### config.mk
export PLATFORM = sky130hd
export DESIGN_NAME = dpll_lock_ctrl
export DESIGN_NICKNAME = d
export VERILOG_FILES = /design/src/rtl/dpll_ctl_pkg.sv /design/src/rtl/dpll_regs.sv /design/src/rtl/dpll_seq.sv /design/src/rtl/dpll_view.sv /design/src/rtl/dpll_lock_ctrl.sv
export SDC_FILE = /design/constraint.sdc
export NUM_CORES = 1
export LEC_CHECK = 0
export ABC_AREA = 1
export BUFFER_PORTS_ARGS = -buffer_cell sky130_fd_sc_hd__buf_2
export CAP_MARGIN = 20
export CELL_PAD_IN_SITES_DETAIL_PLACEMENT = 1
export CELL_PAD_IN_SITES_GLOBAL_PLACEMENT = 1
export CORE_MARGIN = 3
export CORE_UTILIZATION = 31
export CTS_BUF_LIST = sky130_fd_sc_hd__clkbuf_8
export DETAILED_ROUTE_END_ITERATION = 7
export GPL_ROUTABILITY_DRIVEN = 0
export PLACE_DENSITY_LB_ADDON = 0.25
export SLEW_MARGIN = 10
export SYNTH_ARGS = -nofsm -noshare
export SYNTH_HDL_FRONTEND = slang
export SYNTH_HIERARCHICAL = 1
export SYNTH_SLANG_ARGS = --single-unit
### constraint.sdc
create_clock -name clk -period 1.57 [get_ports clk]
set_input_delay 0.0785 -clock clk [delete_from_list [all_inputs] [get_ports clk]]
set_output_delay 0.0785 -clock clk [all_outputs]
set_load 0.05 [all_outputs]
### src/rtl/dpll_ctl_pkg.sv
package dpll_ctl_pkg;

    localparam int ADDR_W       = 2;
    localparam int DATA_W       = 32;
    localparam int MODE_W       = 3;
    localparam int MULT_W       = 11;
    localparam int DIV_W        = 7;
    localparam int MULT_LSB     = 8;
    localparam int DIV_LSB      = 0;
    localparam int CFG_BSEL_BIT = 23;
    localparam int ST_BYP_BIT   = 8;
    localparam int ST_LCK_BIT   = 0;

    localparam logic [ADDR_W-1:0] ADDR_MODE = 2'd0;
    localparam logic [ADDR_W-1:0] ADDR_CFG  = 2'd1;
    localparam logic [ADDR_W-1:0] ADDR_STAT = 2'd2;

    localparam logic [MODE_W-1:0] MODE_BYP  = 3'd4;
    localparam logic [MODE_W-1:0] MODE_LOCK = 3'd7;

    typedef enum logic [1:0] {
        PST_BYPASS = 2'd0,
        PST_ENTER  = 2'd1,
        PST_RELOCK = 2'd2,
        PST_LOCKED = 2'd3
    } pll_st_e;

    typedef struct packed {
        logic              bsel;
        logic [MULT_W-1:0] mult;
        logic [DIV_W-1:0]  div;
    } pll_cfg_s;

    function automatic logic cfg_lockable(input pll_cfg_s c);
        return !c.bsel && (c.mult >= MULT_W'(2));
    endfunction

endpackage

### src/rtl/dpll_regs.sv
module dpll_regs
    import dpll_ctl_pkg::*;
(
    input  logic              clk,
    input  logic              rst_n,
    input  logic              wr_en_i,
    input  logic [ADDR_W-1:0] wr_addr_i,
    input  logic [DATA_W-1:0] wr_data_i,
    output logic [MODE_W-1:0] mode_q_o,
    output logic [MODE_W-1:0] mode_d_o,
    output pll_cfg_s          cfg_q_o,
    output pll_cfg_s          cfg_d_o,
    output logic              cfg_chg_o
);

    typedef struct packed {
        logic [MODE_W-1:0] mode;
        pll_cfg_s          cfg;
    } regs_s;

    regs_s regs_d, regs_q;
    logic  chg_d;
    logic  unused_wr;

    assign unused_wr = ^{wr_data_i[31:24], wr_data_i[22:19], wr_data_i[7]};

    always_comb begin
        regs_d = regs_q;
        chg_d  = 1'b0;
        if (wr_en_i && wr_addr_i == ADDR_MODE) begin
            regs_d.mode = wr_data_i[MODE_W-1:0];
        end
        if (wr_en_i && wr_addr_i == ADDR_CFG) begin
            regs_d.cfg.bsel = wr_data_i[CFG_BSEL_BIT];
            regs_d.cfg.mult = wr_data_i[MULT_LSB +: MULT_W];
            regs_d.cfg.div  = wr_data_i[DIV_LSB +: DIV_W];
            chg_d = (regs_d.cfg.mult != regs_q.cfg.mult) ||
                    (regs_d.cfg.div  != regs_q.cfg.div);
        end
    end

    always_ff @(posedge clk or negedge rst_n) begin
        if (!rst_n) begin
            regs_q.mode <= MODE_BYP;
            regs_q.cfg  <= '0;
        end else begin
            regs_q <= regs_d;
        end
    end

    assign mode_q_o  = regs_q.mode;
    assign mode_d_o  = regs_d.mode;
    assign cfg_q_o   = regs_q.cfg;
    assign cfg_d_o   = regs_d.cfg;
    assign cfg_chg_o = chg_d;

    AST_SAME_CFG_HOLDS: assert property (@(posedge clk) disable iff (!rst_n)
        (wr_en_i && wr_addr_i == ADDR_CFG && !cfg_chg_o) |=>
            ($stable(cfg_q_o.mult) && $stable(cfg_q_o.div))) else $error("same cfg");

endmodule

### src/rtl/dpll_seq.sv
module dpll_seq
    import dpll_ctl_pkg::*;
#(
    parameter int LOCK_CYC = 24,
    parameter int BYP_CYC  = 5
) (
    input  logic              clk,
    input  logic              rst_n,
    input  logic [MODE_W-1:0] mode_d_i,
    input  pll_cfg_s          cfg_d_i,
    input  logic              cfg_chg_i,
    output logic              locked_o,
    output logic              bypass_o
);

    localparam int MAXC  = (LOCK_CYC > BYP_CYC) ? LOCK_CYC : BYP_CYC;
    localparam int CNT_W = (MAXC > 1) ? $clog2(MAXC) : 1;
    localparam logic [CNT_W-1:0] LOCK_INIT = CNT_W'(LOCK_CYC - 1);
    localparam logic [CNT_W-1:0] BYP_INIT  = CNT_W'(BYP_CYC - 1);

    typedef struct packed {
        pll_st_e          st;
        logic [CNT_W-1:0] cnt;
    } seq_s;

    seq_s seq_d, seq_q;
    logic lockable;

    assign lockable = cfg_lockable(cfg_d_i);

    always_comb begin
        seq_d = seq_q;
        unique case (seq_q.st)
            PST_BYPASS: begin
                if (mode_d_i == MODE_LOCK && lockable) begin
                    seq_d.st  = PST_RELOCK;
                    seq_d.cnt = LOCK_INIT;
                end
            end
            PST_ENTER: begin
                if (seq_q.cnt == '0) begin
                    seq_d.st = PST_BYPASS;
                end else begin
                    seq_d.cnt = seq_q.cnt - 1'b1;
                end
            end
            default: begin
                if (mode_d_i == MODE_BYP) begin
                    seq_d.st  = PST_ENTER;
                    seq_d.cnt = BYP_INIT;
                end else if (!lockable) begin
                    seq_d.st  = PST_BYPASS;
                    seq_d.cnt = '0;
                end else if (cfg_chg_i) begin
                    seq_d.st  = PST_RELOCK;
                    seq_d.cnt = LOCK_INIT;
                end else if (seq_q.st == PST_RELOCK) begin
                    if (seq_q.cnt == '0) begin
                        seq_d.st = PST_LOCKED;
                    end else begin
                        seq_d.cnt = seq_q.cnt - 1'b1;
                    end
                end
            end
        endcase
    end

    always_ff @(posedge clk or negedge rst_n) begin
        if (!rst_n) begin
            seq_q.st  <= PST_BYPASS;
            seq_q.cnt <= '0;
        end else begin
            seq_q <= seq_d;
        end
    end

    assign locked_o = (seq_q.st == PST_LOCKED);
    assign bypass_o = (seq_q.st == PST_BYPASS) || (seq_q.st == PST_RELOCK);

    AST_FLAGS_EXCL: assert property (@(posedge clk) disable iff (!rst_n)
        !(locked_o && bypass_o)) else $error("flags both set");

    AST_LOCK_AFTER_BYP: assert property (@(posedge clk) disable iff (!rst_n)
        $rose(locked_o) |-> $past(bypass_o)) else $error("lock not from bypass");

    AST_CNT_RANGE: assert property (@(posedge clk) disable iff (!rst_n)
        (int'(seq_q.cnt) < MAXC)) else $error("counter range");

    AST_CHG_DROPS: assert property (@(posedge clk) disable iff (!rst_n)
        (locked_o && cfg_chg_i && mode_d_i != MODE_BYP) |=> !locked_o) else $error("chg kept lock");

    AST_BYPREQ_CLEARS: assert property (@(posedge clk) disable iff (!rst_n)
        (locked_o && mode_d_i == MODE_BYP) |=> (!locked_o && !bypass_o)) else $error("bypass entry");

endmodule

### src/rtl/dpll_view.sv
module dpll_view
    import dpll_ctl_pkg::*;
(
    input  logic              locked_i,
    input  logic              bypass_i,
    input  logic [MODE_W-1:0] mode_q_i,
    input  pll_cfg_s          cfg_q_i,
    input  logic [ADDR_W-1:0] rd_addr_i,
    output logic [DATA_W-1:0] rd_data_o,
    output logic              ratio_valid_o,
    output logic [MULT_W-1:0] ratio_mult_o,
    output logic [DIV_W:0]    ratio_div_o
);

    always_comb begin
        rd_data_o = '0;
        unique case (rd_addr_i)
            ADDR_MODE: rd_data_o[MODE_W-1:0] = mode_q_i;
            ADDR_CFG: begin
                rd_data_o[CFG_BSEL_BIT]         = cfg_q_i.bsel;
                rd_data_o[MULT_LSB +: MULT_W]   = cfg_q_i.mult;
                rd_data_o[DIV_LSB +: DIV_W]     = cfg_q_i.div;
            end
            ADDR_STAT: begin
                rd_data_o[ST_BYP_BIT] = bypass_i;
                rd_data_o[ST_LCK_BIT] = locked_i;
            end
            default: rd_data_o = '0;
        endcase
    end

    always_comb begin
        ratio_valid_o = locked_i;
        if (locked_i) begin
            ratio_mult_o = cfg_q_i.mult;
            ratio_div_o  = {1'b0, cfg_q_i.div} + 1'b1;
        end else begin
            ratio_mult_o = MULT_W'(1);
            ratio_div_o  = (DIV_W+1)'(1);
        end
    end

endmodule

### src/rtl/dpll_lock_ctrl.sv
module dpll_lock_ctrl
    import dpll_ctl_pkg::*;
#(
    parameter int LOCK_CYC = 24,
    parameter int BYP_CYC  = 5
) (
    input  logic        clk,
    input  logic        rst_n,
    input  logic        wr_en,
    input  logic [1:0]  wr_addr,
    input  logic [31:0] wr_data,
    input  logic [1:0]  rd_addr,
    output logic [31:0] rd_data,
    output logic        locked_o,
    output logic        bypass_o,
    output logic        ratio_valid_o,
    output logic [10:0] ratio_mult_o,
    output logic [7:0]  ratio_div_o
);

    logic [MODE_W-1:0] mode_q, mode_d;
    pll_cfg_s          cfg_q, cfg_d;
    logic              cfg_chg;

    dpll_regs u_regs (
        .clk       (clk),
        .rst_n     (rst_n),
        .wr_en_i   (wr_en),
        .wr_addr_i (wr_addr),
        .wr_data_i (wr_data),
        .mode_q_o  (mode_q),
        .mode_d_o  (mode_d),
        .cfg_q_o   (cfg_q),
        .cfg_d_o   (cfg_d),
        .cfg_chg_o (cfg_chg)
    );

    dpll_seq #(.LOCK_CYC(LOCK_CYC), .BYP_CYC(BYP_CYC)) u_seq (
        .clk       (clk),
        .rst_n     (rst_n),
        .mode_d_i  (mode_d),
        .cfg_d_i   (cfg_d),
        .cfg_chg_i (cfg_chg),
        .locked_o  (locked_o),
        .bypass_o  (bypass_o)
    );

    dpll_view u_view (
        .locked_i      (locked_o),
        .bypass_i      (bypass_o),
        .mode_q_i      (mode_q),
        .cfg_q_i       (cfg_q),
        .rd_addr_i     (rd_addr),
        .rd_data_o     (rd_data),
        .ratio_valid_o (ratio_valid_o),
        .ratio_mult_o  (ratio_mult_o),
        .ratio_div_o   (ratio_div_o)
    );

    AST_LOCK_NEEDS_MULT: assert property (@(posedge clk) disable iff (!rst_n)
        locked_o |-> (ratio_mult_o >= 11'd2 && !cfg_q.bsel)) else $error("unlockable cfg locked");

    AST_BYPSEL_UNLOCKS: assert property (@(posedge clk) disable iff (!rst_n)
        (locked_o && cfg_d.bsel) |=> !locked_o) else $error("bypass select ignored");

endmodule

==> run summary, run 1 <==
- **total power per unit cell area** 1340 nW/um2
- **min Tclk post-route** 1730 ps
- **post-synthesis sequential area ratio** 29.5%
- **global-route wire length before repair** 12.5 mm
- **warning count from the yosys run** 6
- **GRT Util Overall** 17.6%
- **layout cell share with drive strength beyond 1** 41.0%
- **wire length per cell after detailed routing** 13.5 um
- **Flop pwr share** 23.5%
- **max frequency** 0.577 GHz
- **final total power** 0.00478 W
- **cells after synthesis** 379
- **status** finished with violations
- **unrepaired setup endpoints after global routing** true
- **sort of element at the start of the critical path** flip-flop
- **clock tree from TritonCTS** done
- **total iterations of the first detailed-routing run** 4
- **peak fanout along the critical path** 3
- **number of rows created at floorplan** 31
- **max-slew violation total from the final report** 0
- **area share of the leading cell type in the synthesized netlist** 28.4%
- **number of inserted diodes** 0
- **Post-Route Setup TNS** -1090 ps
- **violated checks** negative setup slack
- **most instantiated cells after synthesis** 134 x sky130_fd_sc_hd__nand2_1, 74 x sky130_fd_sc_hd__inv_1, 28 x sky130_fd_sc_hd__dfrtp_1
- **Switching Fraction** 50.2%
- **detailed-route DRC error count** 0
- **biggest area contributors in the synthesized netlist** sky130_fd_sc_hd__dfrtp_1 28%, sky130_fd_sc_hd__nand2_1 20%, sky130_fd_sc_hd__inv_1 11%, sky130_fd_sc_hd__buf_4 5.2%, sky130_fd_sc_hd__nor2_1 4.0%
- **count of nets after finishing** 534
- **Placed Cells incl. Taps** 570
- **Via Count** 2657
- **horizontal die dimension** 95.2 um
- **number of max-capacitance violations reported** 0
- **CTS H-Tree Depth** 2
- **buffer type at the clock tree root** sky130_fd_sc_hd__clkbuf_8
- **clock-pin slew reported for the worst setup and hold paths after clock tree synthesis** 70 ps
- **most frequent cell after synthesis** sky130_fd_sc_hd__nand2_1
- **combinational fraction of design power** 62.8%
- **skew final** 3.60 ps
- **via count of the first global-routing pass** 2727
- **total overflow reported by the global router** 0
- **FFs w/ async S/R, synth** 100%
- **post-route cell area** 3560 um2
- **standard cell core area** 7490 um2
- **Post-DP HPWL** 5.88 mm
- **CP Data Arrival Time** 1960 ps
- **largest net degree at the start of global routing** 30
- **setup ws final** -164 ps
- **worst slew margin relative to its limit** 51.5%
- **transition time at the pin with the least slew margin** 727 ps
- **violation count after the first detailed-route iteration** 70
- **Post-Syn Area per Cell** 6.51 um2
- **cell-internal power** 0.00238 W
- **most used flip-flop cell after synthesis** sky130_fd_sc_hd__dfrtp_1
- **final-report hold violation count** 0
- **IR drop worst, VDD** 0.000523 V
- **Die Y-Extent** 95.2 um
- **Placed Area** 3110 um2
- **number of library cell types mapped by synthesis** 32
- **number of cells in the finished layout apart from fillers** 589
- **final setup violation count** 8
- **worst setup path category** flip-flop to flip-flop
- **vias per std cell** 4.51
- **area growth from synthesis to layout** 44.1%
- **Buffers on Ports** 66
- **buffer levels on the longest clock path** 2
- **total routed wirelength** 7.95 mm
- **antenna violations before repair** 0
- **part of the total power dissipated in the clock network** 13.6%
- **Cell Area, Synth** 2470 um2
- **cell accounting for the most synthesized area** sky130_fd_sc_hd__dfrtp_1
- **Skew-Pair Late Insertion Delay** 280 ps
- **count of pins on the block boundary** 93
- **min-delay worst type** primary input to flip-flop
- **Required @ worst endpoint** 1790 ps
- **TritonCTS Buffers** 5
- **starting utilization of the core area** 33.0%
- **number of enable flip-flop cells after synthesis** 0
- **minimum hold slack** 71.7 ps
- **Critical Path Sink Type** flip-flop
- **NetSw** 0.00240 W
- **overall die area** 9070 um2
- **Leak Pwr** 2.17 nW
- **Final Cycle Share** 110%
- **Num Clock Sinks** 29
- **synthesis-stage register bit count** 29
- **Antenna Violating Nets Remaining** 0
[metal layers]
layer | wire [um] | vias up | GRT usage, % | share of wire [%]
met5 | 0 | - | 0 | 0
met4 | 103 | 0 | 6.13 | 1.3
met3 | 327 | 9 | 3.16 | 4.1
met2 | 4050 | 60 | 31.1 | 51
met1 | 3460 | 1267 | 21.3 | 44
li1 | - | 1321 | - | -
[flip-flops by register name (all words and copies together), names as in the netlist]
signal and cells:
u_regs/cfg_q_o 19, u_regs/mode_q_o 3, u_seq/seq_q 7
[repair_timing]
| action | in CTS | in global routing |
|---|---|---|
| gates resized for setup | 30 | 49 |
| endpoints found under the setup margin | 27 | 16 |
| endpoints found under the hold margin | 28 | 0 |
| pin swaps | 11 | 18 |
| setup buffers | 4 | 7 |
| hold buffers | 1 | 0 |
[area by class of cell]
class,instances,area (um2)
Inverter,77,305
Fill cell,994,3930
Sequential cell,29,728
Clock inverter,2,7.51
Clock buffer,6,82.6
Timing Repair Buffer,113,767
Tap cell,99,124
Multi-Input combinational cell,263,1540
[path summary, 6_finish.rpt]
check	cells past startpoint	endpoint	from	slack, ps
max in group asynchronous	2	u_regs/cfg_q_o[3]	rst_n	680
worst max register to register	10	u_seq/seq_q[5]	u_regs/cfg_q_o[14]	-160
worst min register to register	2	u_regs/cfg_q_o[3]	u_regs/cfg_q_o[3]	520
worst max-delay path	10	u_seq/seq_q[5]	u_regs/cfg_q_o[14]	-160
worst min-delay path	3	u_regs/cfg_q_o[5]	wr_data[5]	70
min in group asynchronous	2	u_seq/seq_q[3]	rst_n	390
[critical path, stage by stage, from the launching register on]
cell                       delay [ps]
sky130_fd_sc_hd__dfrtp_1          410
sky130_fd_sc_hd__xor2_1           170
sky130_fd_sc_hd__nor2_1           130
sky130_fd_sc_hd__nand2_1          100
sky130_fd_sc_hd__nor2_2           140
sky130_fd_sc_hd__a21oi_2           90
sky130_fd_sc_hd__inv_1            120
sky130_fd_sc_hd__nand3_1           90
sky130_fd_sc_hd__a21boi_1         230
sky130_fd_sc_hd__nand3_2          110
sky130_fd_sc_hd__nand2_1           80
[layout by cell type, fill, tap and decap left out, types with 5 or more instances in the layout]
| cell | count |
|---|---|
| sky130_fd_sc_hd__inv_1 | 72 |
| sky130_fd_sc_hd__conb_1 | 13 |
| sky130_fd_sc_hd__clkbuf_8 | 6 |
| sky130_fd_sc_hd__buf_6 | 9 |
| sky130_fd_sc_hd__o21ai_0 | 8 |
| sky130_fd_sc_hd__nand2_2 | 14 |
| sky130_fd_sc_hd__nand2_4 | 8 |
| sky130_fd_sc_hd__nor2_2 | 14 |
| sky130_fd_sc_hd__buf_2 | 57 |
| sky130_fd_sc_hd__dfrtp_1 | 27 |
| sky130_fd_sc_hd__xor2_1 | 7 |
| sky130_fd_sc_hd__nand3_2 | 9 |
| sky130_fd_sc_hd__ha_1 | 5 |
| sky130_fd_sc_hd__buf_4 | 43 |
| sky130_fd_sc_hd__o21ai_2 | 11 |
| sky130_fd_sc_hd__nor2_1 | 16 |
| sky130_fd_sc_hd__nor2_4 | 5 |
| sky130_fd_sc_hd__nand2_1 | 122 |
[through the flow]
step	util (%)	worst slack, ps
floorplan	-	-60.6
global placement	41.6	-228
detailed placement	41.6	-293
CTS	45.1	-169
global route	47.5	-279
finish	47.5	-164
[power groups by stage]
| stage | Sequential [W] | Clock, W | Combinational [W] |
|---|---|---|---|
| global placement | 0.00112 | 0 | 0.00244 |
| floorplan | 0.00112 | 0 | 0.00180 |
| global route | 0.00115 | 0.000710 | 0.00329 |
| finish | 0.00113 | 0.000651 | 0.00301 |
| detailed placement | 0.00112 | 0 | 0.00249 |
| CTS | 0.00112 | 0.000676 | 0.00280 |
[logic make-up after synthesis]
group | synth area share (%)
fa+ha+maj | 3.04
buf+inv | 18.5
other cells | 0.152
flops | 29.5
xor+xnor | 2.84
mux | 1.83
simple gates | 36.0
compound gates | 8.16
Note: power is estimated with default switching activity, not from simulation.
==> run 2: changes to the inputs <==
CTS_BUF_LIST = sky130_fd_sc_hd__clkbuf_4 sky130_fd_sc_hd__clkbuf_8   (was sky130_fd_sc_hd__clkbuf_8)
==> run 2 against run 1 <==
Against the previous run: the flow still finishes with violations (negative setup slack); register-to-register slack got worse by 30 ps; via count fell by 0.72%; sequential share of layout area rose by 0.21 points; utilization fell by 0.48 points; critical path depth rose by 1; non-clock buffer count did not move; clock power rose by 7.1%; wire length fell by 1.1%; power fell by 2.8%; sequential power barely moved; critical path type unchanged.
==> run summary, run 2 (synthesized netlist as in run 1, its figures left out) <==
- **status** finished with violations, unchanged
- **violated checks** negative setup slack, unchanged
- **number of cells in the finished layout apart from fillers** 589, unchanged
- **critical register-to-register path startpoint** u_regs/cfg_q_o[14], unchanged
- **depth of the worst register-to-register path** 11, was 10
- **final-report hold violation count** 0, unchanged
- **largest net degree at the start of global routing** 30, unchanged
- **Top cell by count, worst path** sky130_fd_sc_hd__nand2_1, unchanged
- **setup ws final** -194 ps, was -164 ps
- **worst slew margin relative to its limit** 50.8%, was 51.5%
- **Buffers on Ports** 66, unchanged
- **utilization of the core after routing** 47.0%, was 47.5%
- **max-slew violation total from the final report** 0, unchanged
- **leading cell type in the layout, fill and taps excluded** sky130_fd_sc_hd__nand2_1, unchanged
- **worst path cell trace** xor2_1 > nor2_1 > nand2_1 > nor2_2 > a21oi_2 > nor2_4 > nand4_4 > nand2_4 > inv_8 > nand3_2 > nand2_1, was xor2_1 > nor2_1 > nand2_1 > nor2_2 > a21oi_2 > inv_1 > nand3_1 > a21boi_1 > nand3_2 > nand2_1
- **Post-Route Setup TNS** -1340 ps, was -1090 ps
- **violation count after the first detailed-route iteration** 56, was 70
- **Leak Pwr** 2.15 nW, was 2.17 nW
- **worst setup path category** flip-flop to flip-flop, unchanged
- **Placed Cells incl. Taps** 570, unchanged
- **number of filler cells placed in the layout** 998, was 994
- **total iterations of the first detailed-routing run** 4, unchanged
- **peak fanout along the critical path** 8, was 3
- **total routed wirelength** 7.85 mm, was 7.95 mm
- **overall die area** 9070 um2, unchanged
- **hold path cells** 3, unchanged
- **wire length per cell after detailed routing** 13.3 um, was 13.5 um
- **setup slack on the worst flop-to-flop path** -190 ps, was -160 ps
- **antenna violations before repair** 0, unchanged
- **Largest register FFs** 19, unchanged
- **Antenna Violating Nets Remaining** 0, unchanged
- **final setup violation count** 9, was 8
- **buffer levels on the longest clock path** 2, unchanged
- **detailed-route DRC error count** 0, unchanged
- **CTS H-Tree Depth** 2, unchanged
- **IR drop worst, VDD** 0.000503 V, was 0.000523 V
- **number of inserted diodes** 0, unchanged
- **vias per std cell** 4.48, was 4.51
- **CP Data Arrival Time** 1940 ps, was 1960 ps
- **transition time at the pin with the least slew margin** 738 ps, was 727 ps
- **count of nets after finishing** 534, unchanged
- **multi-input gate area in the final layout** 1510 um2, was 1540 um2
- **Placed Area** 3110 um2, unchanged
- **post-route cell area** 3520 um2, was 3560 um2
- **total power per unit cell area** 1320 nW/um2, was 1340 nW/um2
- **max frequency** 0.567 GHz, was 0.577 GHz
- **sort of element at the start of the critical path** flip-flop, unchanged
- **TritonCTS Buffers** 5, unchanged
- **Die Y-Extent** 95.2 um, unchanged
- **global-route wire length before repair** 12.4 mm, was 12.5 mm
- **flip-flop and latch area** 728 um2, unchanged
- **skew final** 3.87 ps, was 3.60 ps
- **Num Clock Sinks** 29, unchanged
- **Final Cycle Share** 112%, was 110%
- **Via Count** 2638, was 2657
- **total overflow reported by the global router** 0, unchanged
- **min-delay worst type** primary input to flip-flop, unchanged
- **clock-pin slew reported for the worst setup and hold paths after clock tree synthesis** 70 ps, about the same
- **via count of the first global-routing pass** 2715, was 2727
- **count of pins on the block boundary** 93, unchanged
- **Worst Hold Path EP** u_regs/cfg_q_o[5], unchanged
- **starting utilization of the core area** 33.0%, unchanged
- **Critical R2R Capture** u_seq/seq_q[5], unchanged
- **clock tree from TritonCTS** done, unchanged
- **CP max stage cell** sky130_fd_sc_hd__dfrtp_1, unchanged
- **Post-DP HPWL** 5.88 mm, unchanged
- **standard cell core area** 7490 um2, unchanged
- **Required @ worst endpoint** 1750 ps, was 1790 ps
- **unrepaired setup endpoints after global routing** true, unchanged
- **most frequent cells in the layout** 123 x sky130_fd_sc_hd__nand2_1, 70 x sky130_fd_sc_hd__inv_1, 57 x sky130_fd_sc_hd__buf_2, was 122 x sky130_fd_sc_hd__nand2_1, 72 x sky130_fd_sc_hd__inv_1, 57 x sky130_fd_sc_hd__buf_2
- **number of max-capacitance violations reported** 0, unchanged
- **horizontal die dimension** 95.2 um, unchanged
- **delay of the slowest cell on the worst path** 410 ps, about the same
- **min Tclk post-route** 1760 ps, was 1730 ps
- **area growth from synthesis to layout** 42.6%, was 44.1%
- **layout cell share with drive strength beyond 1** 40.2%, was 41.0%
- **number of rows created at floorplan** 31, unchanged
- **Skew-Pair Late Insertion Delay** 280 ps, about the same
- **origin of the worst min-delay path** wr_data[5], unchanged
- **GRT Util Overall** 17.4%, was 17.6%
- **Critical Path Sink Type** flip-flop, unchanged
- **final total power** 0.00465 W, was 0.00478 W
- **buffer type at the clock tree root** sky130_fd_sc_hd__clkbuf_8, unchanged
run 2: changes by cell type in the layout (fill, tap and decap cells not counted), sizes merged:
cell	change
inv	-2
clkbuf	+2
run 2: cell type report:
class,instances,area share (%)
Sequential cell,29,20.7
Clock buffer,8,2.77
Tap cell,99,3.52
Inverter,77,8.67
Multi-Input combinational cell,263,42.8
Timing Repair Buffer,113,21.5
run 2: how the worst max path moves through the flow:
stage	cells after the start	slack [ps]	from	endpoint
floorplan	5	-60	u_seq/seq_q[5]	ratio_div_o[4]
global placement	13	-230	wr_addr[1]	u_seq/seq_q[6]
detailed placement	15	-290	wr_addr[1]	u_seq/seq_q[5]
CTS	13	-180	u_regs/cfg_q_o[5]	u_seq/seq_q[5]
global route	11	-330	u_regs/cfg_q_o[14]	u_seq/seq_q[5]
finish	11	-190	u_regs/cfg_q_o[14]	u_seq/seq_q[5]
run 2: critical path: cells and delay by family (launching register included):
| kind | cells | cell delay [ps] |
|---|---|---|
| AO/OA/AOI/OAI | 1 | 90 |
| XOR/XNOR | 1 | 170 |
| buffers and inverters | 1 | 60 |
| flip-flops | 1 | 410 |
| AND/OR/NAND/NOR | 8 | 910 |
run 2: per-stage QoR:
stage	hold slack (ps)	setup slack, ps
floorplan	-217	-60.6
finish	73.3	-194
global placement	175	-228
global route	90.4	-331
CTS	62.8	-177
detailed placement	179	-293
run 2: power by group:
part,switching [W],internal [W]
clock network,0.000305,0.000392
logic,0.00183,0.00100
registers,0.000178,0.000941
total,0.00231,0.00233
run 2: layer usage:
metal  GRT usage [%]  routed length (um)  vias to the layer above  share of wire, %
li1                -                   -                     1323                 -
met2            30.4                4010                       66                51
met5               0                   0                        -                 0
met3            3.39                 425                       11               5.4
met1            21.1                3320                     1238                42
met4            6.37                 105                        0               1.3
run 2: timing repair:
action,in CTS,in global routing
pin swaps,8,17
hold endpoints to repair,28,0
hold buffers,1,0
buffers inserted,3,8
resized for setup,28,44
setup endpoints to repair,27,16
